$ cat config.mk
export PLATFORM = sky130hd
export DESIGN_NAME = popflag_unit
export DESIGN_NICKNAME = d
export VERILOG_FILES = /design/src/rtl/popflag_pkg.sv /design/src/rtl/popflag_msb_len.sv /design/src/rtl/popflag_ones.sv /design/src/rtl/popflag_eval.sv /design/src/rtl/popflag_unit.sv
export SDC_FILE = /design/constraint.sdc
export NUM_CORES = 1
export LEC_CHECK = 0
export ABC_AREA = 1
export CAP_MARGIN = 15
export CORE_MARGIN = 5
export CORE_UTILIZATION = 70
export DETAILED_ROUTE_END_ITERATION = 8
export DONT_BUFFER_PORTS = 1
export GPL_TIMING_DRIVEN = 1
export HOLD_SLACK_MARGIN = 0.1
export PLACE_DENSITY_LB_ADDON = 0.3
export SLEW_MARGIN = 20
export SYNTH_ARGS = -nofsm -noshare
export SYNTH_HDL_FRONTEND = slang
export SYNTH_SLANG_ARGS = --single-unit
$ cat constraint.sdc
create_clock -name clk -period 16.2 [get_ports clk]
set_input_delay 3.24 -clock clk [delete_from_list [all_inputs] [get_ports clk]]
set_output_delay 3.24 -clock clk [all_outputs]
set_load 0.005 [all_outputs]
$ cat src/rtl/popflag_pkg.sv
package popflag_pkg;
  localparam int unsigned DATA_W = 32;
  localparam int unsigned CNT_W  = $clog2(DATA_W + 1);

  typedef enum logic [1:0] {
    OPC_NONE = 2'b00,
    OPC_ADD  = 2'b01,
    OPC_MOVE = 2'b10,
    OPC_RSVD = 2'b11
  } op_cls_e;

  typedef logic [CNT_W-1:0] cnt_t;
endpackage

$ cat src/rtl/popflag_msb_len.sv
// Number of significant bits: index of the highest set bit plus one, 0 for zero.
module popflag_msb_len #(
  parameter int unsigned W     = 32,
  parameter int unsigned CNT_W = $clog2(W + 1)
) (
  input  logic [W-1:0]     value,
  output logic [CNT_W-1:0] sig_len
);
  always_comb begin
    sig_len = '0;
    for (int i = 0; i < W; i++) begin
      if (value[i]) sig_len = CNT_W'(i + 1);
    end
  end
endmodule

$ cat src/rtl/popflag_ones.sv
// Population count of a word.
module popflag_ones #(
  parameter int unsigned W     = 32,
  parameter int unsigned CNT_W = $clog2(W + 1)
) (
  input  logic [W-1:0]     value,
  output logic [CNT_W-1:0] ones
);
  always_comb begin
    ones = '0;
    for (int i = 0; i < W; i++) begin
      ones = ones + {{(CNT_W-1){1'b0}}, value[i]};
    end
  end
endmodule

$ cat src/rtl/popflag_eval.sv
// Combinational flag decision for one value.
module popflag_eval #(
  parameter int unsigned W      = 32,
  parameter int unsigned WEIGHT = 4,
  parameter int unsigned CNT_W  = $clog2(W + 1)
) (
  input  logic [W-1:0] value,
  output logic         sparse,
  output logic         weight
);
  logic [CNT_W-1:0] sig_len;
  logic [CNT_W-1:0] ones;

  popflag_msb_len #(.W(W), .CNT_W(CNT_W)) u_len (
    .value   (value),
    .sig_len (sig_len)
  );

  popflag_ones #(.W(W), .CNT_W(CNT_W)) u_ones (
    .value (value),
    .ones  (ones)
  );

  // zeros = sig_len - ones; zeros > ones  <=>  sig_len > 2*ones
  always_comb begin
    sparse = ({1'b0, sig_len} > {ones, 1'b0});
    weight = (ones == CNT_W'(WEIGHT));
  end
endmodule

$ cat src/rtl/popflag_unit.sv
module popflag_unit
  import popflag_pkg::*;
#(
  parameter int unsigned W      = DATA_W,
  parameter int unsigned WEIGHT = 4
) (
  input  logic         clk,
  input  logic         rst,
  input  logic         op_valid,
  input  logic [1:0]   op_cls,
  input  logic [W-1:0] op_value,
  input  logic         add_ovf,
  input  logic         br_sel,
  output logic         sparse_flag,
  output logic         weight_flag,
  output logic         ovf_flag,
  output logic         br_taken
);
  localparam int unsigned CW = $clog2(W + 1);

  logic ev_sparse, ev_weight;
  logic is_add, is_move, do_load;

  popflag_eval #(.W(W), .WEIGHT(WEIGHT), .CNT_W(CW)) u_eval (
    .value  (op_value),
    .sparse (ev_sparse),
    .weight (ev_weight)
  );

  always_comb begin
    is_add  = op_valid && (op_cls == OPC_ADD);
    is_move = op_valid && (op_cls == OPC_MOVE);
    do_load = is_add || is_move;
  end

  always_ff @(posedge clk) begin
    if (rst) begin
      sparse_flag <= 1'b0;
      weight_flag <= 1'b0;
      ovf_flag    <= 1'b0;
    end else begin
      if (do_load) begin
        sparse_flag <= ev_sparse;
        weight_flag <= ev_weight;
      end
      if (is_add) ovf_flag <= add_ovf;
    end
  end

  always_comb begin
    br_taken = (br_sel ? weight_flag : sparse_flag) && !ovf_flag;
  end

  a_r4_ovf_load: assert property (@(posedge clk) disable iff (rst)
    (op_valid && op_cls == OPC_ADD) |=> (ovf_flag == $past(add_ovf)));

  a_r5_ovf_hold: assert property (@(posedge clk) disable iff (rst)
    (op_valid && op_cls == OPC_MOVE) |=> $stable(ovf_flag));

  a_r6_hold_all: assert property (@(posedge clk) disable iff (rst)
    (!op_valid || op_cls == OPC_NONE || op_cls == OPC_RSVD) |=>
      ($stable(sparse_flag) && $stable(weight_flag) && $stable(ovf_flag)));

  a_r7_zero_clear: assert property (@(posedge clk) disable iff (rst)
    (op_valid && (op_cls == OPC_ADD || op_cls == OPC_MOVE) && op_value == '0) |=>
      (!sparse_flag && !weight_flag));

  a_r2_sparse_needs_zero_msb: assert property (@(posedge clk) disable iff (rst)
    (op_valid && op_cls == OPC_MOVE && (&op_value)) |=> !sparse_flag);

  a_r8_no_take_on_ovf: assert property (@(posedge clk) disable iff (rst)
    ovf_flag |-> !br_taken);
endmodule

# Word level (Yosys, flattened, before mapping)
# Index checks and enable logic that the tools add are counted.
dict set report classes {
  n_addsub 31
  n_lt_le_gt_ge 1
  n_eq_ne 3
  muxes 33
  reduce_logical 5
}
# operator count
set ops {}
lappend ops {{$mux 6} 31}
lappend ops {{$add 6x1->6} 26}
lappend ops {{$gt 6x7->1} 1}
lappend ops {{$add 5x1->6} 1}
lappend ops {{$eq 6x3->1 const B} 1}
lappend ops {{$add 4x1->5} 1}
lappend ops {{$add 3x1->4} 1}
lappend ops {{$add 2x1->3} 1}
lappend ops {{$logic_and 1x1->1} 3}
lappend ops {{$add 1x1->2} 1}
lappend ops {{$eq 2x1->1 const B} 1}
lappend ops {{$eq 2x2->1 const B} 1}
lappend ops {{$mux 1} 2}
lappend ops {{$logic_not 1->1} 1}
lappend ops {{$logic_or 1x1->1} 1}
dict set report totals {
  ff_bits 3
  input_bits 39
  out_inout_bits 4
}

# Logic depth before layout (Yosys ltp)
dict set report logic_depth {
  ltp_word 33
  depth_mapped 34
  mapped_depth_nobuf 34
}

# By module
# From an unflattened synthesis, not the netlist that was laid out.
dict set report unflattened {
  cells_unflattened 248
  area_unflattened_um2 1617.8
}
# module n_inst cells_per_inst area_each_um2
set modules_own_cells {}
lappend modules_own_cells {popflag_ones 1 91 809.5}
lappend modules_own_cells {popflag_msb_len 1 101 481.7}
lappend modules_own_cells {popflag_eval 1 31 168.9}
lappend modules_own_cells {popflag_unit 1 25 157.7}

# Worst setup path before layout
# Ideal clock, no wire load.
dict set report synth_timing {
  path_type {input-to-reg}
  start {in op_value[17]}
  end {reg sparse_flag}
  setup_time_ps 66
  t_arrival_ps 8119
  t_required_ps 16134
  slack_ps 8015
  stages 22
  n_path_buf 0
  cell_sequence {fa_1 inv_1 fa_1 inv_1 fa_1 inv_1 fa_1 fa_1 fa_1 inv_1 ha_1 fa_1 a21oi_1 o21ai_1 xor2_1 ha_1 nand3_1 inv_1 o21ai_0 a311oi_1 nand2_1 a21oi_2}
}
dict set report synth_via {
  elab_chain_cells 16
  word_cells_on_any_way 31
  cone_classes {add/sub (15); order compare (1); mux (15)}
}
# item line
set synth_lines {}
lappend synth_lines {{from (decl)} popflag_unit.sv:11} ;# input logic [W-1:0] op_value,
lappend synth_lines {{$add 6x1->6 / $mux 6 (equally long branches) (15 in a row)} {popflag_ones.sv:12, popflag_msb_len.sv:12}}
lappend synth_lines {{$gt 6x7->1 *} popflag_eval.sv:26} ;# sparse = ({1'b0, sig_len} > {ones, 1'b0});
lappend synth_lines {{to (signal assigned)} popflag_unit.sv:43} ;# sparse_flag <= ev_sparse;
lappend synth_lines {{to (decl)} popflag_unit.sv:14} ;# output logic sparse_flag,
# Every way passes the cells marked *; elsewhere a longest branch is shown, timed or not.
# A chain may end at the register's enable or synchronous reset.

# Worst setup path after layout
dict set report layout_timing {
  start {in op_value[5]}
  end {reg sparse_flag}
}
dict set report layout_via {
  elab_chain_cells 28
  word_cells_on_any_way 55
  cone_classes {add/sub (27); order compare (1); mux (27)}
}
# item line
set layout_lines {}
lappend layout_lines {{$add 5x1->6 / $mux 6 (equally long branches)} {popflag_ones.sv:12, popflag_msb_len.sv:12}}
lappend layout_lines {{$add 6x1->6 / $mux 6 (equally long branches) (26 in a row)} {popflag_ones.sv:12, popflag_msb_len.sv:12}}
lappend layout_lines {{$gt 6x7->1 *} popflag_eval.sv:26}
# Marks and branches as above.

==> results.toml <==
[placement]
pre_cts_ws_ns = 7.742
place.gp.congestion = 0.8289
dp_hpwl_um = 2749
portBuffers = 0

[routing]
drc = 0
dr.pass1.iters = 4
drtIter0Drc = 23
via_count = 1190
final_antenna_net_count = 0
post_drt_wl_per_cell_um = 12.69
vias_per_cell = 5.152
routed_wl_um = 2932

[clocking]
hold_buffers = 0
cts_sinks = 3
cts_tree = "yes"
clockRootBuffer = "clkbuf_4"
clkSlewWorstSetupHoldPaths_ns = 0.04
numCtsBuffers = 3
cts_setup_buffers = 0
cts_buffer_depth = 2
clk_latency_ns = 0.24
htree_levels = 1
cts_repair_resize_count = 0

[flow_run]
cap_violations = 0

[cells_and_area]
drive_gt1_share_pct = 9.804
area_delta_synth_final_pct = 4.075
final_nets = 281
fin_util_pct = 77.40
regArea_um2 = 60.06
multi_input_area_mm2 = 0.001110
diodes = 0
fillers = 159

[pwr]
power.leakage_uw = 0.0008418
p_seq_share_pct = 2.7
vdd_drop_max_v = 0.0002565
clockPowerShare_pct = 3.9
combPwrFrac_pct = 93.4
netSwitchingPower_uw = 196.1
cellPowerDensity_mw_per_mm2 = 233.4
finalPower_uw = 358.0
p_sw_share_pct = 54.77
p_int_uw = 161.9

[min_path]
worstHoldEndpoint = "ovf_flag"
min_from = "ovf_flag"
hold_depth = 2
hold_path.class = "flip-flop to flip-flop"

[setup_path]
arrival_ns = 8.43
cp.required_ns = 16.38
cp-end-kind = "flip-flop"
critPathLaunchType = "primary input"
r2r-end = "sparse_flag"
worstPathMaxFanout = 4
crit_chain = "clkinv_2 > fa_1 > fa_1 > fa_1 > fa_1 > fa_1 > fa_1 > inv_1 > ha_1 > fa_1 > a21oi_1 > o21ai_1 > xor2_1 > ha_1 > nand3_1 > inv_1 > o21ai_0 > a311oi_1 > nand2_1 > a21oi_2"
reg2regPathDepth = 2
cpMostUsedCell = "fa_1"
crit_start = "op_value[5]"
critPathKind = "primary input to flip-flop"
crit_slowest_cell = "fa_1"
max_stage_delay_ns = 0.57
reg2reg_from = "sparse_flag"
reg2reg_slack_ns = 15.55

[global_routing]
antenna_found_initial = 0
grt_pass1_wl_um = 5299
grt_max_degree = 7
first_global_vias = 1348
gr-total-overflow = 0
grtUsageTotal_pct = 20.80

[sta]
rsz0062_at_grt = "no"
setup-tns-final_ns = 0
finalCritPeriodShare_pct = 50.92
maxSlewViolCount = 0
fmax_mhz = 121.2
relSlewSlack_pct = 72.71
fin_crit_ns = 8.250
setup_viol_count_final = 0
worst_slew_pin_slew_ns = 0.4056
hold_viol_final = 0
setup_slack_ns = 7.950
fin_skew_ns = 0

[synthesis]
ys_types = 23
synthesis.nets = 276
synth-edff-count = 0
synth_top_flop_cell = "dfxtp_1"
synth_top_area_share_pct = 32.60
ys_ff_latch = 3
synth_area_leaders = "fa_1 (33%), nand2_1 (13%), ha_1 (11%)"
synth_warnings = 0
synth_area_mm2 = 0.001474
async_flop_share_pct = 0
seq_area_frac_synth_pct = 4.075
synthMostInstantiatedCell = "nand2_1"
synth_area_leader_cell = "fa_1"
synthTopCellsByCount = "nand2_1 (52), inv_1 (38), fa_1 (24)"
avgSynthCellArea_um2 = 7.370
synthCells = 200

[status]
status = "finished, final reports clean"

[floorplanning]
die_y_um = 55.89
rows = 16
die_w_um = 55.89
top_level_ports = 43
start_util_pct = 74.37
coreArea_mm2 = 0.001982
dieArea_mm2 = 0.003123
-- kinds of logic after synthesis --
logic type                 after synthesis  share of synthesized area (%)
buffers and inverters                   55                          20.63
DFF                                      3                          4.075
adders and majority gates               37                          43.63
xor gates and xnor gates                 2                          1.189
and+or+nand+nor                         83                          22.50
AOI/OAI and AO/OA                       19                          7.300
muxes                                    1                         0.6791
-- critical path, delay by kind of cell --
family	cells	cell delay (ns)
adders and majority gates	9	3.96
AOI/OAI and AO/OA	5	0.67
xor gates and xnor gates	1	0.18
and+or+nand+nor	2	0.20
buffers and inverters	3	0.16
-- worst max path at each step --
stage | endpoint | cells past startpoint
2_1_floorplan | sparse_flag | 22
4_1_cts | sparse_flag | 20
5_1_grt | sparse_flag | 22
3_5_place_dp | sparse_flag | 22
6_report | sparse_flag | 20
3_3_place_gp | sparse_flag | 20
-- metal layers --
layer  vias up  GRT usage, %  part of all wire, %
met5         -             0                    0
met4         0         4.746                 0.75
met3         4         6.265                  8.2
met2        39         38.34                   50
met1       539         23.38                   41
li1        608             -                    -
-- flip-flops by register name, summed over array words and instances, names as in the netlist --
register / cells
weight_flag: 1
sparse_flag: 1
ovf_flag: 1
-- layout by cell type (no fill, tap or decap), types with 2 or more instances in the layout --
cell       n
nand2_1   52
inv_1     38
fa_1      24
nor2_1    17
ha_1      13
a21oi_1   10
nand3_1   10
inv_2      8
bufinv_8   7
o21ai_1    3
clkbuf_4   3
dfxtp_1    3
nor4_1     2
a31oi_1    2
nor3_1     2
-- through the flow --
step	std cells	instance area [um2]	hold slack, ns
finish	231	1534	0.5069
global route	231	1534	0.5253
CTS	231	1534	0.5069
detailed placement	227	1508	0.4947
global placement	227	1508	0.4856
floorplan	200	1474	0.4680
-- power by group through the flow --
stage	registers, uW	logic (uW)	clock network, uW
5_1_grt	9.80	391	15.1
3_3_place_gp	9.75	307	0
4_1_cts	9.67	335	14.3
3_5_place_dp	9.78	332	0
6_report	9.65	334	14.0
2_1_floorplan	9.52	266	0
-- final cells by class --
class                   instances  area share, %
well taps                      27          2.202
multi-input cells             142          72.35
inverters                      55          19.82
clock buffers                   4          1.713
flip-flops and latches          3          3.915
No activity file was read; power rests on OpenSTA's default activity.
